**config.mk**
```make
export PLATFORM = sky130hd
export DESIGN_NAME = loop_window_store
export DESIGN_NICKNAME = d
export VERILOG_FILES = /design/src/rtl/loop_window_store.sv
export SDC_FILE = /design/constraint.sdc
export NUM_CORES = 2
export LEC_CHECK = 0
export BUFFER_PORTS_ARGS = -buffer_cell sky130_fd_sc_hd__buf_2
export CAP_MARGIN = 25
export CELL_PAD_IN_SITES_DETAIL_PLACEMENT = 0
export CELL_PAD_IN_SITES_GLOBAL_PLACEMENT = 2
export CORE_UTILIZATION = 25
export CTS_BUF_LIST = sky130_fd_sc_hd__clkbuf_8
export CTS_CLUSTER_SIZE = 28
export DETAILED_ROUTE_END_ITERATION = 10
export PLACE_DENSITY_LB_ADDON = 0.1
export SLEW_MARGIN = 30
export SYNTH_ARGS = -nofsm -noshare
export SYNTH_HDL_FRONTEND = slang
export SYNTH_SLANG_ARGS = --single-unit
```
**constraint.sdc**
```tcl
create_clock -name clk -period 8.5 [get_ports clk]
set_input_delay 1.7 -clock clk [delete_from_list [all_inputs] [get_ports clk]]
set_output_delay 1.7 -clock clk [all_outputs]
set_load 0.05 [all_outputs]
```
**src/rtl/loop_window_store.sv**
```systemverilog
module loop_window_store #(
  parameter int W    = 8,
  parameter int ROWS = 6,
  parameter int COLS = 40
) (
  input  logic         clk,
  input  logic         rst_n,
  input  logic         cap_start,
  input  logic         win_valid,
  input  logic [W-1:0] din,
  output logic [W-1:0] dout,
  output logic         dout_stb
);
  localparam int DEPTH  = ROWS * COLS;
  localparam int PERIOD = COLS + 1;
  localparam int AW     = $clog2(DEPTH);
  localparam int CW     = $clog2(PERIOD);
  localparam int RW     = (ROWS > 1) ? $clog2(ROWS) : 1;

  typedef enum logic [1:0] {IDLE, ACQ, LOOP} st_t;

  st_t           state;
  logic [W-1:0]  mem [DEPTH];
  logic [AW-1:0] ptr;
  logic [CW-1:0] cnt;
  logic [RW-1:0] row;
  logic          seen, pad, pend;
  logic [W-1:0]  tap  [ROWS];
  logic [AW-1:0] taddr [ROWS];

  for (genvar r = 0; r < ROWS; r++) begin : g_row
    logic [AW:0] raw;
    assign raw      = {1'b0, ptr} + (AW+1)'(DEPTH - r * COLS);
    assign taddr[r] = (raw >= (AW+1)'(DEPTH)) ? AW'(raw - (AW+1)'(DEPTH)) : raw[AW-1:0];
    assign tap[r]   = mem[taddr[r]];
  end

  logic looping, pad_now, wr, at_start, req, last;
  logic [W-1:0] wdata;

  assign looping  = (state == LOOP);
  assign pad_now  = pad | (seen & ~win_valid);
  assign wr       = (state == ACQ) & ~cap_start & (win_valid | pad_now);
  assign wdata    = pad_now ? '0 : din;
  assign at_start = (cnt == '0) && (taddr[row] == '0);
  assign req      = pend | cap_start;
  assign last     = (ptr == AW'(DEPTH - 1));

  always_ff @(posedge clk)
    if (wr) mem[ptr] <= wdata;

  always_ff @(posedge clk or negedge rst_n) begin
    if (!rst_n) begin
      state    <= IDLE;
      ptr      <= '0;
      cnt      <= '0;
      row      <= '0;
      seen     <= 1'b0;
      pad      <= 1'b0;
      pend     <= 1'b0;
      dout     <= '0;
      dout_stb <= 1'b0;
    end else begin
      dout_stb <= 1'b0;
      case (state)
        IDLE: if (cap_start) begin
          state <= ACQ;
          ptr   <= '0;
          seen  <= 1'b0;
          pad   <= 1'b0;
        end
        ACQ: if (cap_start) begin
          ptr  <= '0;
          seen <= 1'b0;
          pad  <= 1'b0;
        end else if (wr) begin
          seen <= seen | win_valid;
          pad  <= pad_now;
          if (last) begin
            state <= LOOP;
            ptr   <= '0;
            cnt   <= '0;
            row   <= '0;
            pend  <= 1'b0;
          end else begin
            ptr <= ptr + 1'b1;
          end
        end
        LOOP: begin
          ptr  <= last ? '0 : ptr + 1'b1;
          cnt  <= (cnt == CW'(PERIOD - 1)) ? '0 : cnt + 1'b1;
          if (cnt == CW'(PERIOD - 1))
            row <= (row == RW'(ROWS - 1)) ? '0 : row + 1'b1;
          pend <= req;
          if (cnt == '0) begin
            if (at_start && req) begin
              state <= ACQ;
              ptr   <= '0;
              seen  <= 1'b0;
              pad   <= 1'b0;
              pend  <= 1'b0;
            end else begin
              dout_stb <= 1'b1;
              dout     <= tap[row];
            end
          end
        end
        default: state <= IDLE;
      endcase
    end
  end
endmodule

```
Yosys cells after proc, flatten, opt, wreduce, memory -nomap -nowiden
Memories as Yosys holds them, arrays and structs flattened.
Index checks and enable logic that the tools add are counted.

storage, ports and cells
  bits in registers = 31
  RAM bits = 1920
  input port bits = 12
  output and inout port bits = 9
  logic and storage cells = 127
  memories kept = 1

cells by class
  $add $sub $neg = 15
  $lt $le $gt $ge = 7
  equal/unequal tests = 13
  muxes and demuxes = 58
  bitwise operators = 11
  reduce and logical (&&, ||, !) cells = 13

memory list
  name  depth  bits a word  rd ports  clocked after memory_dff  write ports  line  text
  mem   240    8            6         0                         1            23    logic [W-1:0] mem [DEPTH];

operator list
  operator                                                            number
  two-way mux 8 bit                                                   17
  greater-or-equal comparator 9 x 8 -> 1 bit (second input constant)  6
  binary-select mux 8 bit (select 3 bit)                              2
  subtractor 8 bit (second input constant)                            6
  adder 8 x 8 -> 9 bit (second input constant)                        3
  two-way mux 6 bit                                                   4
  one-hot mux 8 bit (3 select lines)                                  1
  adder 8 x 7 -> 9 bit (second input constant)                        2
  two-way mux 1 bit                                                   17
  two-way mux 3 bit                                                   5
  two-way mux 2 bit                                                   6
  one-hot mux 6 bit (2 select lines)                                  1
  AND reduction 5 bit                                                 2
  adder 8 x 6 -> 9 bit (second input constant)                        1
  adder 8 x 1 -> 8 bit (second input constant)                        1
  == test 8 bit (second input constant)                               1
  logical NOT 8 bit                                                   1
  inequality test 2 bit (second input constant)                       4
  adder 6 x 1 -> 6 bit (second input constant)                        1
  == test 6 bit (second input constant)                               1
  logical NOT 6 bit                                                   1
  inequality test 2 x 1 -> 1 bit (second input constant)              3
  one-hot mux 1 bit (3 select lines)                                  2
  one-hot mux 2 bit (3 select lines)                                  1
  other kinds (19)                                                    28

Logic depth before layout (Yosys ltp)
  depth after elaboration = 12
  depth in mapped cells = 23
  mapped depth without buffers = 15

Least setup slack after synthesis
Ideal clock, no wire load.

  path type = input to register
  start = input port win_valid
  end = memory mem[0][0], data pin
  setup time = 0.825 ns
  data arrival time = 5.153 ns
  data required time = 7.675 ns
  path slack = 2.522 ns
  cell stages on the path = 3
  buffers on the path = 0
  cell sequence = inv_1 -> a21oi_1 -> and2_1

on the way
  word-level cells in the longest chain between the ends = 4

RTL lines
  element            line  text
  start, declared    9     input logic win_valid,
  NOT 1 bit          42    assign pad_now = pad | (seen & ~win_valid);
  bitwise AND 1 bit  42
  bitwise OR 1 bit   42
  two-way mux 8 bit  44    assign wdata = pad_now ? '0 : din;
  via wdata[0]       39    logic [W-1:0] wdata;
  end, declared      23

The timed path passes the listed nets, and every way through them passes these cells.

Worst setup path after layout
  start = register ptr[5]
  end = register dout[2]

on the way
  word-level cells in the longest chain between the ends = 11
  elaborated cells between the ends (all ways) = 36
  classes of those cells = 12 x add/sub; 6 x order compare; 12 x mux; 1 x bitwise; 4 x reduce/logical; 1 x memory

RTL lines
  element                                                                        line  text
  start, declared                                                                24    logic [AW-1:0] ptr;
  start signal, assigned                                                         86    ptr <= ptr + 1'b1;
  start signal, assigned                                                         90    ptr <= last ? '0 : ptr + 1'b1;
  parallel branches: the longest is 11 deep, another holds adder 8 x 6 -> 9 bit  -
  end signal, assigned                                                           104   dout <= tap[row];
  end, declared                                                                  11    output logic [W-1:0] dout,

Several ways; the timed one is not identified. The select of a mux whose other input is x is not followed.
A chain may end at the register's enable or synchronous reset.

==> metrics <==
setup TNS 0 ns; initial DRC count 4210; hold crit path type reg2reg; syn_nets roughly 5300; Max Fclk 177.4 MHz; DP HPWL 230200 um; compound-gate portion of the synthesized area approximately 4.8%; min Tclk post-route 5.636 ns; clock-pin slew on the worst setup and hold paths 0.08 ns; IO buf count 20; Longest Clk Path Bufs 4; mux contribution to synthesized area between 10% and 20%; All-Layer GR Usage roughly a fifth; initial antenna violation count 13; # rows 215; gpl congestion approximately 0.93; relative slew slack about a quarter; clock share of power between 30% and 40%; H-tree depth 5; critical-path maximum fanout 19; internal power 16.19 mW; worst-margin pin slew 1.127 ns; Final Hold Fails 0; dominant synthesized flop cell edfxtp_1; count leader, synth edfxtp_1; Slew Limit Fails 0; Vias per Instance 4.903; Core Area around 340000 sq um; clock sink total roughly 2000; die height 588.9 um; 1st-pass router iterations 6; Layout Skew 0.1399 ns; Critical R2R Launch ptr[5]; ANT nets after route 0; switch share 30.19%; final hold slack 0.4994 ns; crit path DAT 6.64 ns; I/O Pins 21; clock buffer count from CTS ~350; register area share after synthesis 67.85%; Psw between 7 and 8 mW; fin util 28.80%; largest net degree at the start of global routing between 150 and 200; synth warn 0; EDFF count, synth 1920; PwrDens 234.9 nW/um^2; Post-Synthesis Cells 5253; Synth Area in Adders less than 1%; largest family of logic cells by synthesized area multiplexers; critical path type reg2reg; Starting Density between 20% and 30%; P_leak 31.45 nW; first-pass GRT wire length 469700 um; outcome complete, no violations; final worst-path cycle share 66.30%; number of global-route vias before repair 51970; synth cell count leaders 1920 x edfxtp_1, 615 x nor2_1, 494 x nand2_1; clock latency on the worst-skew pair 1.11 ns; Post-Synth XOR/XNOR Area 0.2528%; Max IR drop VDD 120.0 uV; FF+latch count, synth 1951; # DRC 0; Die Width approximately 600 um; die area approximately 350000 sq um; syn_area_per_cell approximately 16 sq um; gr ovfl total 0; TritonCTS clock tree yes; Reg power frac between 40% and 50%; Logic pwr share 17.9%; Synth Area in Simple Gates 6.997%; top cells by area, synth edfxtp_1 67%, mux4_2 13%, mux2i_1 3.6%; Worst setup EP type flop; routed wire length 346200 um; CTS Root Cell clkbuf_8; Nets ~5500; hold path startpoint dout[1]; post-synth top area share 66.95%; share of layout cells above drive strength 1 24.85%; Finish-stage setup viols 0; distinct cell type count of the synthesized netlist between 90 and 100; hold-fix buffers at CTS 0; crit start category flop; Post-CTS Setup Inserts 0; post-synth top area cell edfxtp_1; Post-Syn Area 86120 sq um; total power ~23 mW; WP data required 9.50 ns; CP Launch Point ptr[5]; via count 50480; FFs w/ async S/R, synth approximately 1.6%; Area Overhead vs Synth 14.69%; Resize count post-CTS 0; RSZ-0062 raised after global routing no; WL/cell about 34 um; max cap viols 0
==> sequential cells by signal (all words and copies together), names as in the netlist <==
name / cells
state: 2
row: 3
dout: 8
pad: 1
ptr: 8
dout_stb: 1
mem: 1920
seen: 1
pend: 1
cnt: 6
==> placed cells by master, fill, tap and decap left out, types with 84 or more instances in the layout <==
master	Yosys	routed
inv_1	20	140
buf_4	20	153
clkbuf_8	0	358
mux2i_1	310	284
clkinv_1	0	84
nor2_1	615	506
o21ai_0	89	85
nor3_1	105	104
edfxtp_1	1920	1920
nor2_2	3	108
mux2_2	109	109
nand2_1	494	477
mux4_2	478	478
==> per-stage QoR <==
stage / instance area (sq um) / std cells / setup WS (ns)
2_1_floorplan: 86120 / 5253 / 2.522
3_5_place_dp: 92320 / 9671 / 2.948
3_3_place_gp: 91890 / 9665 / 2.811
5_1_grt: 98770 / 10300 / 2.586
4_1_cts: 98630 / 10290 / 2.920
6_report: 98770 / 10300 / 2.864
==> power groups by stage <==
stage / Clock, mW / Sequential, mW / Combinational, mW
finish: 8.23 / 10.8 / 4.15
detailed placement: 0 / 11.0 / 4.22
global placement: 0 / 11.0 / 4.19
floorplan: 0 / 11.1 / 2.18
CTS: 8.54 / 10.8 / 4.23
global route: 8.91 / 10.8 / 4.35
==> critical path, stage by stage (launching register included) <==
cell	delay (ns)
dfrtp_1	0.66
inv_1	0.35
ha_1	0.61
nor4bb_4	0.55
nand2_1	0.11
a31oi_1	0.43
or2_1	0.55
nand2_1	0.70
o32ai_1	0.41
nor4_1	0.10
nor4_1	0.62
a31oi_1	0.18
a221o_1	0.28
==> logic make-up after synthesis <==
group / count (synthesis)
AO/OA/AOI/OAI: 562
XOR/XNOR: 19
adder cells (fa/ha/maj): 28
buffers and inverters: 360
flip-flops: 1951
multiplexers: 909
AND/OR/NAND/NOR: 1424
==> layout make-up <==
class / instances / area (sq um)
Fill cell: 34380 / 244200
Sequential cell: 1951 / 58450
Tap cell: 4557 / 5702
Multi-Input combinational cell: 2942 / 26470
Clock inverter: 260 / 1374
Timing Repair Buffer: 196 / 1722
Inverter: 27 / 113.9
Antenna cell: 5 / 12.51
Clock buffer: 358 / 4927
==> layer usage <==
layer / vias to the layer above / track usage [%] / part of all wire, %
li1: 21390 / - / -
met1: 27330 / 27.91 / 47
met2: 1327 / 30.98 / 46
met3: 435 / 2.661 / 4.0
met4: 4 / 6.220 / 3.2
met5: - / 0 / 0.0052
==> final timing paths <==
path,to,slack (ns),cells past startpoint
min reg2reg,dout[1],0.50,2
min,dout[1],0.50,2
max reg2reg,dout[2],2.86,12
max,dout[2],2.86,12
max in group asynchronous,ptr[0],7.44,1
min in group asynchronous,dout[2],0.60,1
(Power assumes the default switching activity.)
